[config.mk]
export PLATFORM = sky130hd
export DESIGN_NAME = slot_status_regs
export DESIGN_NICKNAME = d
export VERILOG_FILES = /design/src/rtl/slotreg_pkg.sv /design/src/rtl/slotreg_ctrl.sv /design/src/rtl/slotreg_datapath.sv /design/src/rtl/slot_status_regs.sv
export SDC_FILE = /design/constraint.sdc
export NUM_CORES = 1
export LEC_CHECK = 0
export ABC_AREA = 1
export BUFFER_PORTS_ARGS = -buffer_cell sky130_fd_sc_hd__buf_4
export CORE_MARGIN = 10
export CORE_UTILIZATION = 55
export DETAILED_ROUTE_END_ITERATION = 16
export PLACE_DENSITY = 0.8
export SYNTH_ARGS = -nofsm -noshare
export SYNTH_HDL_FRONTEND = slang
export SYNTH_SLANG_ARGS = --single-unit
[constraint.sdc]
create_clock -name clk -period 1.9 [get_ports clk]
set_input_delay 0.475 -clock clk [delete_from_list [all_inputs] [get_ports clk]]
set_output_delay 0.475 -clock clk [all_outputs]
set_load 0.01 [all_outputs]
[src/rtl/slotreg_pkg.sv]
`timescale 1ns/1ps
package slotreg_pkg;

  localparam logic [7:0] OFF_MGMT  = 8'h40;
  localparam logic [7:0] OFF_ONES  = 8'h48;
  localparam logic [7:0] OFF_PORT  = 8'h50;
  localparam logic [7:0] OFF_CTL   = 8'h58;
  localparam logic [7:0] OFF_HS    = 8'h70;
  localparam logic [7:0] OFF_RSVD  = 8'h78;

  localparam logic [31:0] MGMT_MASK = 32'h6666_6600;

  // Strobes decoded by the control path for the datapath
  typedef struct packed {
    logic rdPort;
    logic rdMgmt;
    logic rdOnes;
    logic rdCtl;
    logic rdHs;
    logic wrCtl;
    logic wrHs;
    logic hitMgmt;
    logic anyRd;
  } strobe_t;

  // Lowest bit of the power-good pair owned by a bay
  function automatic int pwrBase(input int bay);
    case (bay)
      0:       return 1;
      1:       return 9;
      2:       return 13;
      3:       return 25;
      4:       return 17;
      5:       return 29;
      default: return 21;
    endcase
  endfunction

endpackage

[src/rtl/slotreg_ctrl.sv]
`timescale 1ns/1ps
module slotreg_ctrl
  import slotreg_pkg::*;
#(
  parameter int ADDR_W = 8
) (
  input  logic [ADDR_W-1:0] regAddr,
  input  logic              regRd,
  input  logic              regWr,
  output strobe_t           strobes
);

  logic hitMgmt, hitOnes, hitPort, hitCtl, hitHs;

  assign hitMgmt = (regAddr == ADDR_W'(OFF_MGMT));
  assign hitOnes = (regAddr == ADDR_W'(OFF_ONES));
  assign hitPort = (regAddr == ADDR_W'(OFF_PORT));
  assign hitCtl  = (regAddr == ADDR_W'(OFF_CTL));
  assign hitHs   = (regAddr == ADDR_W'(OFF_HS));

  always_comb begin
    strobes         = '0;
    strobes.anyRd   = regRd;
    strobes.rdPort  = regRd & hitPort;
    strobes.rdMgmt  = regRd & hitMgmt;
    strobes.rdOnes  = regRd & hitOnes;
    strobes.rdCtl   = regRd & hitCtl;
    strobes.rdHs    = regRd & hitHs;
    strobes.wrCtl   = regWr & hitCtl;
    strobes.wrHs    = regWr & hitHs;
    strobes.hitMgmt = (regRd | regWr) & hitMgmt;
  end

endmodule

[src/rtl/slotreg_datapath.sv]
`timescale 1ns/1ps
module slotreg_datapath
  import slotreg_pkg::*;
#(
  parameter int NUM_BAYS = 7,
  parameter int DATA_W   = 32,
  localparam int PRES_W  = NUM_BAYS - 1,
  localparam int HS_W    = NUM_BAYS + 1
) (
  input  logic              clk,
  input  logic              rstN,
  input  strobe_t           strobes,
  input  logic [DATA_W-1:0] regWdata,
  input  logic [PRES_W-1:0] bayPresent,
  input  logic [PRES_W-1:0] hotSwapEvt,
  input  logic              sramErrEvt,
  input  logic              mgmtEvt,
  output logic [DATA_W-1:0] regRdata,
  output logic              hotSwapIrq,
  output logic              mgmtIrq
);

  logic [DATA_W-1:0] bayMask [NUM_BAYS];
  logic [DATA_W-1:0] portStat;
  logic [DATA_W-1:0] ctlReg;
  logic [HS_W-1:0]   hsStat, hsNext, evtVec;
  logic [DATA_W-1:0] rdNext;

  // Per-bay power-good pair, placed at its scattered position
  for (genvar b = 0; b < NUM_BAYS; b++) begin : gBay
    localparam int BASE = pwrBase(b);
    logic bayOn;
    if (b == 0) begin : gFixed
      assign bayOn = 1'b1;
    end else begin : gLive
      assign bayOn = bayPresent[b-1];
    end
    assign bayMask[b] = bayOn ? (DATA_W'(2'b11) << BASE) : '0;
  end

  always_comb begin
    portStat = '0;
    for (int b = 0; b < NUM_BAYS; b++) portStat |= bayMask[b];
  end

  assign evtVec = {sramErrEvt, hotSwapEvt, 1'b0};

  always_comb begin
    hsNext = hsStat;
    if (strobes.wrHs) hsNext &= ~regWdata[HS_W-1:0];
    hsNext   |= evtVec;
    hsNext[0] = 1'b0;
  end

  always_comb begin
    rdNext = '0;
    if (strobes.rdPort)      rdNext = portStat;
    else if (strobes.rdMgmt) rdNext = portStat & DATA_W'(MGMT_MASK);
    else if (strobes.rdOnes) rdNext = '1;
    else if (strobes.rdCtl)  rdNext = ctlReg;
    else if (strobes.rdHs)   rdNext = DATA_W'(hsStat);
  end

  always_ff @(posedge clk or negedge rstN) begin
    if (!rstN) begin
      ctlReg     <= '0;
      hsStat     <= '0;
      hotSwapIrq <= 1'b0;
      mgmtIrq    <= 1'b0;
      regRdata   <= '0;
    end else begin
      if (strobes.wrCtl) ctlReg <= regWdata;
      hsStat <= hsNext;
      if (|evtVec)                           hotSwapIrq <= 1'b1;
      else if (strobes.rdHs || strobes.wrHs) hotSwapIrq <= 1'b0;
      if (mgmtEvt)              mgmtIrq <= 1'b1;
      else if (strobes.hitMgmt) mgmtIrq <= 1'b0;
      regRdata <= strobes.anyRd ? rdNext : '0;
    end
  end

endmodule

[src/rtl/slot_status_regs.sv]
`timescale 1ns/1ps
module slot_status_regs
  import slotreg_pkg::*;
#(
  parameter int NUM_BAYS = 7,
  parameter int ADDR_W   = 8,
  parameter int DATA_W   = 32
) (
  input  logic                clk,
  input  logic                rstN,
  input  logic [ADDR_W-1:0]   regAddr,
  input  logic                regRd,
  input  logic                regWr,
  input  logic [DATA_W-1:0]   regWdata,
  output logic [DATA_W-1:0]   regRdata,
  input  logic [NUM_BAYS-2:0] bayPresent,
  input  logic [NUM_BAYS-2:0] hotSwapEvt,
  input  logic                sramErrEvt,
  input  logic                mgmtEvt,
  output logic                hotSwapIrq,
  output logic                mgmtIrq
);

  strobe_t strobes;

  slotreg_ctrl #(.ADDR_W(ADDR_W)) uCtrl (
    .regAddr (regAddr),
    .regRd   (regRd),
    .regWr   (regWr),
    .strobes (strobes)
  );

  slotreg_datapath #(.NUM_BAYS(NUM_BAYS), .DATA_W(DATA_W)) uDp (
    .clk        (clk),
    .rstN       (rstN),
    .strobes    (strobes),
    .regWdata   (regWdata),
    .bayPresent (bayPresent),
    .hotSwapEvt (hotSwapEvt),
    .sramErrEvt (sramErrEvt),
    .mgmtEvt    (mgmtEvt),
    .regRdata   (regRdata),
    .hotSwapIrq (hotSwapIrq),
    .mgmtIrq    (mgmtIrq)
  );

endmodule

Yosys cells after proc, flatten, opt, wreduce, memory -nomap -nowiden
Index checks and enable logic that the tools add are counted.
{"block": "totals", "reg_bits": 73, "latchBits": 0, "ramBits": 0, "mem_bits_ro": 0, "in_bits": 58, "out_inout_bits": 34, "memories": 0}
{"block": "classes", "n_addsub": 0, "multipliers": 0, "n_div": 0, "n_lt_le_gt_ge": 0, "n_eq_ne": 5, "n_shift": 0, "n_mux": 17, "n_bitwise": 17, "reduce_logical": 4}
{"operator": "32-bit 2-to-1 mux", "n": 5}
{"operator": "32-bit OR", "n": 5}
{"operator": "8-bit by 7-bit == test with 1-bit output, second input constant", "n": 5}
{"operator": "31-bit 2-to-1 mux", "n": 1}
{"operator": "27-bit 2-to-1 mux", "n": 1}
{"operator": "23-bit 2-to-1 mux", "n": 1}
{"operator": "19-bit 2-to-1 mux", "n": 1}
{"operator": "8-bit 2-to-1 mux", "n": 2}
{"operator": "15-bit 2-to-1 mux", "n": 1}
{"operator": "11-bit 2-to-1 mux", "n": 1}
{"operator": "1-bit bitwise AND", "n": 8}
{"operator": "8-bit bitwise AND", "n": 1}
{"operator": "8-bit inverter", "n": 1}
{"operator": "8-bit OR", "n": 1}
{"operator": "7-bit OR reduction", "n": 1}
{"operator": "1-bit 2-to-1 mux", "n": 4}
{"operator": "2-bit nonzero test", "n": 2}
{"operator": "1-bit logical OR", "n": 1}
{"operator": "1-bit OR", "n": 1}

Longest topological paths before layout
Gate-level depths: netlist of run 1.
{"block": "depth", "depth_word": 9, "ltp_mapped": 9}

Modules after synthesis
From an unflattened synthesis of run 1, not the netlist that was laid out.
{"block": "unflattened", "hier_cells": 300, "area_unflattened_um2": 3128.0}
{"mod": "slotreg_datapath", "n_inst": 1, "cells_per_inst": 268, "area_each_um2": 2977.9, "seq_area_each_um2": 1826.8}
{"mod": "slotreg_ctrl", "n_inst": 1, "cells_per_inst": 32, "area_each_um2": 150.1, "seq_area_each_um2": 0.0}

Worst setup path before layout of run 1
OpenSTA, ideal clock, no wires.
{"block": "synth_path", "path_type": "input to register", "start": "input port regAddr[2]", "end": "register uDp.ctlReg[5]", "setup_time_ns": 0.117, "t_arrival_ns": 1.268, "setup_slack_ns": 0.515, "cell_stages": 7, "path_cell_list": "nor2_2 nand2_4 nor2_8 nand3_4 buf_6 nand2_1 o21ai_2"}
{"block": "synth_via", "elab_chain_cells": 2}
{"item": "start: declaration", "line_no": "slot_status_regs.sv:11", "rtl": "input logic [ADDR_W-1:0] regAddr,"}
{"item": "8-bit by 7-bit == test with 1-bit output", "line_no": "slotreg_ctrl.sv:18", "rtl": "assign hitCtl = (regAddr == ADDR_W'(OFF_CTL));"}
{"item": "1-bit bitwise AND", "line_no": "slotreg_ctrl.sv:29", "rtl": "strobes.wrCtl = regWr & hitCtl;"}
{"item": "end signal: assignment", "line_no": "slotreg_datapath.sv:72", "rtl": "if (strobes.wrCtl) ctlReg <= regWdata;"}
{"item": "end: declaration", "line_no": "slotreg_datapath.sv:25", "rtl": "logic [DATA_W-1:0] ctlReg;"}
Every way passes these cells.
A chain may end at the register's enable or synchronous reset.

Worst setup path in the final report of run 1
{"block": "layout_path", "start": "input port regAddr[2]", "end": "register uDp.ctlReg[29]"}
The elaborated chain is that of the path after synthesis.

==> results of run 1 <==
-- power breakdown --
part	total (uW)	internal [uW]	switching (uW)
clock network	1070	545	529
registers	1610	1590	24.1
logic	252	126	125
-- flip-flops by register name (all words and copies together) (netlist names) --
name	cells
uDp.mgmtIrq	1
uDp.regRdata	32
uDp.ctlReg	32
uDp.hsStat	7
uDp.hotSwapIrq	1
-- area by class of cell --
cell class / count / area, um2 / area share
multi-input combinational: 216 / 1200 / 0.282
clock inverter: 2 / 12.5 / 0.00293
inverter: 55 / 206 / 0.0484
tap: 75 / 93.8 / 0.0220
timing repair buffer: 98 / 761 / 0.178
clock buffer: 14 / 163 / 0.0381
sequential: 73 / 1830 / 0.428
-- metal layers --
layer	part of all wire	up-vias	routed length, um
li1	-	1300	-
met1	0.40	1188	2940
met2	0.53	61	3920
met3	0.051	11	376
met4	0.018	0	131
met5	0	-	0
-- Yosys cell counts (all sizes together) --
master	number	area, um2
nand2	116	518
dfrtp	73	1830
inv	55	206
o21ai	39	315
nand3	22	128
nor2	18	119
a21oi	12	63.8
buf	12	121
nand4	3	18.8
clkbuf	2	7.51
nor3	2	10.0
o21bai	2	15.0
nor4	1	6.26
o211ai	1	7.51
-- stage by stage --
stage	area (um2)	total power, uW
CTS	4260	2960
global route	4260	3070
finish	4260	2940
global placement	4090	1890
floorplan	3360	1740
detailed placement	4090	1900
-- worst paths after layout --
kind | startpoint | endpoint | slack [ns] | cells after the start
worst max-delay path | regAddr[2] | uDp.ctlReg[29] | 0.47 | 8
worst min-delay path | rstN | uDp.regRdata[12] | 0.08 | 1
worst max register to register | uDp.ctlReg[26] | uDp.regRdata[26] | 1.08 | 4
worst min register to register | uDp.ctlReg[31] | uDp.regRdata[31] | 0.48 | 2
max in group asynchronous | rstN | uDp.regRdata[28] | 1.27 | 2
min in group clk | mgmtEvt | uDp.mgmtIrq | 0.33 | 2
-- logic make-up after synthesis --
group                  count (synthesis)  share of synthesized area
and+or+nand+nor                      162                      0.238
DFF                                   73                      0.543
buffers and inverters                 69                     0.0997
AOI/OAI and AO/OA                     54                      0.119
==> results.sh, run 1 <==
export IMPL_netlist_instances=358
export IMPL_cts_tree="yes"
export IMPL_clock_skew_ns=0.00814
export IMPL_tightest_slew_ns=0.452
export IMPL_cts_sinks=73
export IMPL_crit_required_ns=2.11
export IMPL_met1_usage=0.164
export IMPL_maxSlewViolCount=0
export IMPL_grt_util_met2=0.278
export IMPL_fin_crit_ns=1.43
export IMPL_cap_violations=0
export IMPL_nNetsFinal=511
export IMPL_io_pins=92
export IMPL_syn_area_per_cell_um2=9.39
export IMPL_critical_path_max_stage_delay_ns=0.23
export IMPL_gp_congestion=0.767
export IMPL_syn2layout_area_growth_pct=26.8
export IMPL_finalNonFillerCells=533
export IMPL_synth_area_um2=3360
export IMPL_htreeDepth=3
export IMPL_cp_num_buf_inv=2
export IMPL_ctsHoldBuffers=0
export IMPL_use_met3=0.0402
export IMPL_post_route_util=0.720
export IMPL_post_dp_hpwl_mm=5.63
export IMPL_p_leak_uw=0.00239
export IMPL_critPathKind="input port to flip-flop"
export IMPL_grt_max_degree=65
export IMPL_fin_setup_tns_ns=0
export IMPL_worstPathArrival_ns=1.64
export IMPL_timing_fmax_ghz=0.701
export IMPL_irDropWorstVdd_uv=485
export IMPL_worst_path_max_fanout=64
export IMPL_final_cell_mix="buf_4, nand2_1, dfrtp_1"
export IMPL_nFillCells=451
export IMPL_rsz0062_at_grt="no"
export IMPL_ys_seq_area_frac=0.543
export IMPL_top_usage_layer="met2"
export IMPL_track_usage=0.154
export IMPL_die_x_um=98.2
export IMPL_fin_ws_ns=0.474
export IMPL_post_cts_resized=0
export IMPL_min_period_over_period=0.751
export IMPL_synth_warnings=0
export IMPL_crit_path_end_kind="flip-flop"
export IMPL_setup_viol_count_final=0
export IMPL_via_per_inst=4.80
export IMPL_drtIter0Drc=95
export IMPL_die_h_um=98.2
export IMPL_placedCellCount=517
export IMPL_cts_root_buf="clkbuf_8"
export IMPL_grt_pass1_wl_mm=12.3
export IMPL_vias=2560
export IMPL_slew_limit_headroom=0.698
export IMPL_drive_above_1_share=0.417
export IMPL_synth_nets=416
export IMPL_routed_wl_mm=7.36
export IMPL_clk_pin_slew_ns=0.07
export IMPL_dieArea_um2=9640
export IMPL_clk_latency_ns=0.34
export IMPL_synth_seq_cells=73
export IMPL_synth_cell_type_count=26
export IMPL_antenna_left=0
export IMPL_layout_commonest_cell="buf_4"
export IMPL_critPathLaunchType="input port"
export IMPL_cp_slowest_cell="buf_12"
export IMPL_coreArea_um2=5920
export IMPL_diodes=0
export IMPL_wl_per_cell_um=13.8
export IMPL_hold_path_class="input port to async pin"
export IMPL_start_util=0.568
export IMPL_antenna_found_initial=0
export IMPL_port_buffers=91
export IMPL_status="complete, no violations"
export IMPL_cp_cell_sequence="buf_4, nor2_2, nand2_4, nor2_8, nand3_4, buf_12, nand2_1, o21ai_2"
export IMPL_grt_remaining_overflow=0
export IMPL_hold_violations=0
export IMPL_drtPass1Iterations=4
export IMPL_cts_made_buffers=9
export IMPL_critPathTopFamily="simple AND/OR/NAND/NOR gates"
export IMPL_grt_pass1_vias=2714
export IMPL_clockBufferDepth=2
export IMPL_drc=0
export IMPL_preCtsSetupSlack_ns=0.152
export IMPL_num_rows=28
export IMPL_power_density_nw_per_um2=689
export IMPL_post_cts_buffers=0
export IMPL_holdWs_ns=0.0761
Note: power is estimated with default switching activity, not from simulation.
==> run 2: changes to the inputs <==
Settings changed: CORE_UTILIZATION 55 to 47, PLACE_DENSITY 0.8 to 0.73.
Clock period 1.9 ns to 1.3 ns, I/O delays scaled along.
==> results.sh, run 2 (synthesized netlist as in run 1, its figures left out) <==
export IMPL_crit_required_ns=0.98
export IMPL_critPathTopFamily="flip-flops"
export IMPL_grt_max_degree=49
export IMPL_grt_pass1_wl_mm=12.5
export IMPL_worstPathArrival_ns=0.87
export IMPL_grt_pass1_vias=2751
export IMPL_via_per_inst=4.62
export IMPL_cts_root_buf="clkbuf_8"
export IMPL_clk_latency_ns=0.34
export IMPL_post_dp_hpwl_mm=5.64
export IMPL_drc=0
export IMPL_nNetsFinal=517
export IMPL_die_h_um=105
export IMPL_gp_congestion=0.832
export IMPL_swShare=0.246
export IMPL_cp_num_buf_inv=1
export IMPL_power_density_nw_per_um2=962
export IMPL_layout_commonest_cell="buf_4"
export IMPL_drive_above_1_share=0.431
export IMPL_track_usage=0.138
export IMPL_grt_remaining_overflow=0
export IMPL_preCtsSetupSlack_ns=-0.228
export IMPL_maxSlewViolCount=0
export IMPL_placedCellCount=543
export IMPL_syn2layout_area_growth_pct=30.9
export IMPL_routed_wl_mm=7.45
export IMPL_hold_path_endpoint="uDp.mgmtIrq"
export IMPL_power_switching_uw=1040
export IMPL_critical_path_max_stage_delay_ns=0.39
export IMPL_hold_violations=0
export IMPL_cts_sinks=73
export IMPL_holdWs_ns=0.180
export IMPL_seq_power_share=0.556
export IMPL_critPathKind="flip-flop to output pin"
export IMPL_irDropWorstVdd_uv=587
export IMPL_port_buffers=91
export IMPL_power_share_clock=0.352
export IMPL_min_period_over_period=0.923
export IMPL_slew_limit_headroom=0.757
export IMPL_clk_pin_slew_ns=0.07
export IMPL_tightest_slew_ns=0.361
export IMPL_final_cell_mix="buf_4, nand2_1, dfrtp_1"
export IMPL_die_x_um=105
export IMPL_io_pins=92
export IMPL_cts_tree="yes"
export IMPL_fin_ws_ns=0.100
export IMPL_p_int_uw=3190
export IMPL_setup_viol_count_final=0
export IMPL_antenna_left=0
export IMPL_min_from="mgmtEvt"
export IMPL_antenna_found_initial=0
export IMPL_p_leak_uw=0.00245
export IMPL_clockBufferDepth=2
export IMPL_timing_fmax_ghz=0.834
export IMPL_post_route_util=0.641
export IMPL_dieArea_um2=10900
export IMPL_worst_path_max_fanout=1
export IMPL_cp_slowest_cell="dfrtp_1"
export IMPL_largestRegisters="uDp.ctlReg: 32 flops, uDp.regRdata: 32 flops, uDp.hsStat: 7 flops"
export IMPL_start_util=0.490
export IMPL_crit_path_end_kind="output pin"
export IMPL_cap_violations=0
export IMPL_rrSetupSlack_ns=0.50
export IMPL_r2r_end="uDp.regRdata[22]"
export IMPL_htreeDepth=3
export IMPL_finalNonFillerCells=560
export IMPL_wl_per_cell_um=13.3
export IMPL_hold_depth=2
export IMPL_p_comb_frac=0.092
export IMPL_drtIter0Drc=104
export IMPL_cts_made_buffers=9
export IMPL_critPathLaunchType="flip-flop"
export IMPL_vias=2589
export IMPL_diodes=0
export IMPL_coreArea_um2=6870
export IMPL_rsz0062_at_grt="no"
export IMPL_nFillCells=609
export IMPL_hold_path_class="input port to flip-flop"
export IMPL_status="complete, no violations"
export IMPL_clock_skew_ns=0.00459
export IMPL_rr_worst_depth=4
export IMPL_fin_crit_ns=1.20
export IMPL_cp_cell_sequence="buf_4"
export IMPL_worstReg2RegStart="uDp.ctlReg[22]"
export IMPL_drtPass1Iterations=4
export IMPL_num_rows=30
run 2: changes by cell type in the layout (fill, tap and decap cells not counted), sizes merged:
cell / previous run / this run
clkinv: 1 / 6
buf: 98 / 103
clkbuf: 14 / 9
dlygate4sd3: 0 / 1
run 2: area by class of cell:
type                       count  area [um2]  area share
tap                           96         120      0.0273
multi-input combinational    216        1200       0.273
clock buffer                   9         124      0.0281
inverter                      55         206      0.0469
clock inverter                 7        37.5     0.00853
timing repair buffer         104         883       0.201
sequential                    73        1830       0.415
run 2: metrics by stage:
step,area (um2),TNS (ns),total power (uW)
after floorplan,3360,0,2540
after global placement,4230,-6.48,2780
after detailed placement,4230,-8.67,2790
after CTS,4400,0,4290
after global routing,4400,0,4430
final,4400,0,4230
run 2: power by group through the flow:
stage / sequential (uW) / clock [uW] / combinational (uW)
final: 2350 / 1490 / 389
after global routing: 2360 / 1630 / 438
after CTS: 2350 / 1540 / 397
after detailed placement: 2400 / 0 / 393
after floorplan: 2390 / 0 / 151
after global placement: 2400 / 0 / 387
run 2: how the worst max path moves through the flow:
stage          slack [ns]  cells past startpoint       startpoint                to
6_report             0.10                      1  uDp.regRdata[8]       regRdata[8]
2_1_floorplan        0.07                      7       regAddr[2]     uDp.ctlReg[5]
5_1_grt              0.03                      7       regAddr[2]     uDp.hsStat[5]
3_3_place_gp        -0.15                      7       regAddr[2]  uDp.regRdata[14]
4_1_cts              0.09                      1  uDp.regRdata[8]       regRdata[8]
3_5_place_dp        -0.23                      9       regAddr[7]  uDp.regRdata[26]
run 2: metal layers:
metal	track usage	routed length (um)
met1	0.163	3270
met2	0.234	3750
met3	0.0369	348
met4	0.0588	78
met5	0	0
run 2: timing repair:
item                       CTS  global route
hold buffers                 1             0
resized for setup            0             1
setup endpoints to repair    0             6
setup buffers                0             0
hold endpoints to repair    73             0
==> run 3: changes to the inputs <==
Settings changed: CAP_MARGIN from default to 20, RECOVER_POWER from default to 25.
==> results.sh, run 3 (synthesized netlist as in run 1, its figures left out) <==
export IMPL_critPathLaunchType="flip-flop"
export IMPL_irDropWorstVdd_uv=587
export IMPL_fin_ws_ns=0.101
export IMPL_critical_path_max_stage_delay_ns=0.39
export IMPL_grt_max_degree=49
export IMPL_finalNonFillerCells=560
export IMPL_via_per_inst=4.62
export IMPL_die_x_um=105
export IMPL_slew_limit_headroom=0.574
export IMPL_antenna_found_initial=0
export IMPL_maxSlewViolCount=0
export IMPL_cp_cell_sequence="buf_4"
export IMPL_crit_required_ns=0.98
export IMPL_drc=0
export IMPL_gp_congestion=0.832
export IMPL_dieArea_um2=10900
export IMPL_cap_violations=0
export IMPL_layout_commonest_cell="buf_4"
export IMPL_die_h_um=105
export IMPL_post_dp_hpwl_mm=5.64
export IMPL_cp_depth=1
export IMPL_cts_made_buffers=9
export IMPL_coreArea_um2=6870
export IMPL_io_pins=92
export IMPL_fin_crit_ns=1.20
export IMPL_grt_pass1_vias=2751
export IMPL_total_power_uw=4220
export IMPL_routed_wl_mm=7.43
export IMPL_drtPass1Iterations=4
export IMPL_wl_per_cell_um=13.3
export IMPL_grt_remaining_overflow=0
export IMPL_crit_end="regRdata[8]"
export IMPL_rr_worst_depth=4
export IMPL_drive_above_1_share=0.431
export IMPL_crit_path_end_kind="output pin"
export IMPL_worstReg2RegStart="uDp.ctlReg[9]"
export IMPL_num_rows=30
export IMPL_antenna_left=0
export IMPL_largestRegisters="uDp.ctlReg: 32 flops, uDp.regRdata: 32 flops, uDp.hsStat: 7 flops"
export IMPL_timing_fmax_ghz=0.834
export IMPL_critPathTopFamily="flip-flops"
export IMPL_cts_sinks=73
export IMPL_worst_path_max_fanout=1
export IMPL_clock_skew_ns=0.00476
export IMPL_clockBufferDepth=2
export IMPL_final_cell_mix="buf_4, nand2_1, dfrtp_1"
export IMPL_start_util=0.490
export IMPL_grt_pass1_wl_mm=12.5
export IMPL_min_period_over_period=0.922
export IMPL_power_density_nw_per_um2=965
export IMPL_placedCellCount=543
export IMPL_cts_tree="yes"
export IMPL_rsz0062_at_grt="no"
export IMPL_clk_pin_slew_ns=0.07
export IMPL_cp_slowest_cell="dfrtp_1"
export IMPL_rrSetupSlack_ns=0.51
export IMPL_track_usage=0.138
export IMPL_clk_latency_ns=0.34
export IMPL_hold_violations=0
export IMPL_p_leak_uw=0.00244
export IMPL_critPathKind="flip-flop to output pin"
export IMPL_port_buffers=91
export IMPL_htreeDepth=3
export IMPL_tightest_slew_ns=0.639
export IMPL_hold_path_class="input port to flip-flop"
export IMPL_drtIter0Drc=103
export IMPL_setup_viol_count_final=0
export IMPL_worstPathArrival_ns=0.87
export IMPL_diodes=0
export IMPL_nNetsFinal=517
export IMPL_cts_root_buf="clkbuf_8"
export IMPL_cp_num_buf_inv=1
export IMPL_syn2layout_area_growth_pct=30.1
export IMPL_preCtsSetupSlack_ns=-0.228
export IMPL_r2r_end="uDp.regRdata[9]"
export IMPL_post_cts_buffers=0
export IMPL_crit_path_start="uDp.regRdata[8]"
export IMPL_vias=2586
export IMPL_status="complete, no violations"
## run 3: changes by cell type in the layout (fill, tap and decap cells not counted), sizes merged
| cell | change |
|---|---|
| buf | -2 |
| clkbuf | +2 |
## run 3: metal layers
metal / part of all wire / vias to the layer above / wire, um / track usage
met3: 0.047 / 8 / 347 / 0.0369
met4: 0.010 / 0 / 78 / 0.0588
met1: 0.44 / 1195 / 3250 / 0.163
li1: - / 1307 / - / -
met2: 0.51 / 76 / 3760 / 0.234
met5: 0 / - / 0 / 0
## run 3: layout make-up
cell class                      instances  area [um2]
Fill cell                             613        2490
Sequential cell                        73        1830
Multi-Input combinational cell        216        1200
Timing Repair Buffer                  104         856
Inverter                               55         206
Clock buffer                            9         124
Tap cell                               96         120
Clock inverter                          7        37.5
## run 3: where the power goes
part	leakage, uW	total [uW]	internal [uW]	switching, uW
combinational	0.00138	377	192	185
clock	0.0000883	1490	671	820
sequential	0.000967	2350	2320	32.5
total	0.00244	4220	3180	1040
## run 3: worst min path at each step
| stage | startpoint | endpoint | cells past startpoint |
|---|---|---|---|
| floorplan | rstN | uDp.ctlReg[0] | 0 |
| CTS | hotSwapEvt[1] | uDp.hsStat[2] | 3 |
| detailed placement | rstN | uDp.ctlReg[10] | 2 |
| finish | mgmtEvt | uDp.mgmtIrq | 2 |
| global route | hotSwapEvt[1] | uDp.hsStat[2] | 3 |
| global placement | rstN | uDp.ctlReg[10] | 2 |
## run 3: stage by stage
step           TNS, ns  hold WS [ns]  instance area [um2]  utilization
6_report             0         0.180                 4370        0.637
5_1_grt              0         0.172                 4370        0.637
4_1_cts              0         0.162                 4400        0.640
3_5_place_dp     -8.67         0.293                 4230        0.615
3_3_place_gp     -6.48         0.293                 4230        0.615
2_1_floorplan        0        0.0294                 3360            -
## run 3: timing repair
item,in CTS,in global routing
setup endpoints to repair,0,6
resized for setup,0,1
hold buffers,1,0
hold endpoints to repair,73,0
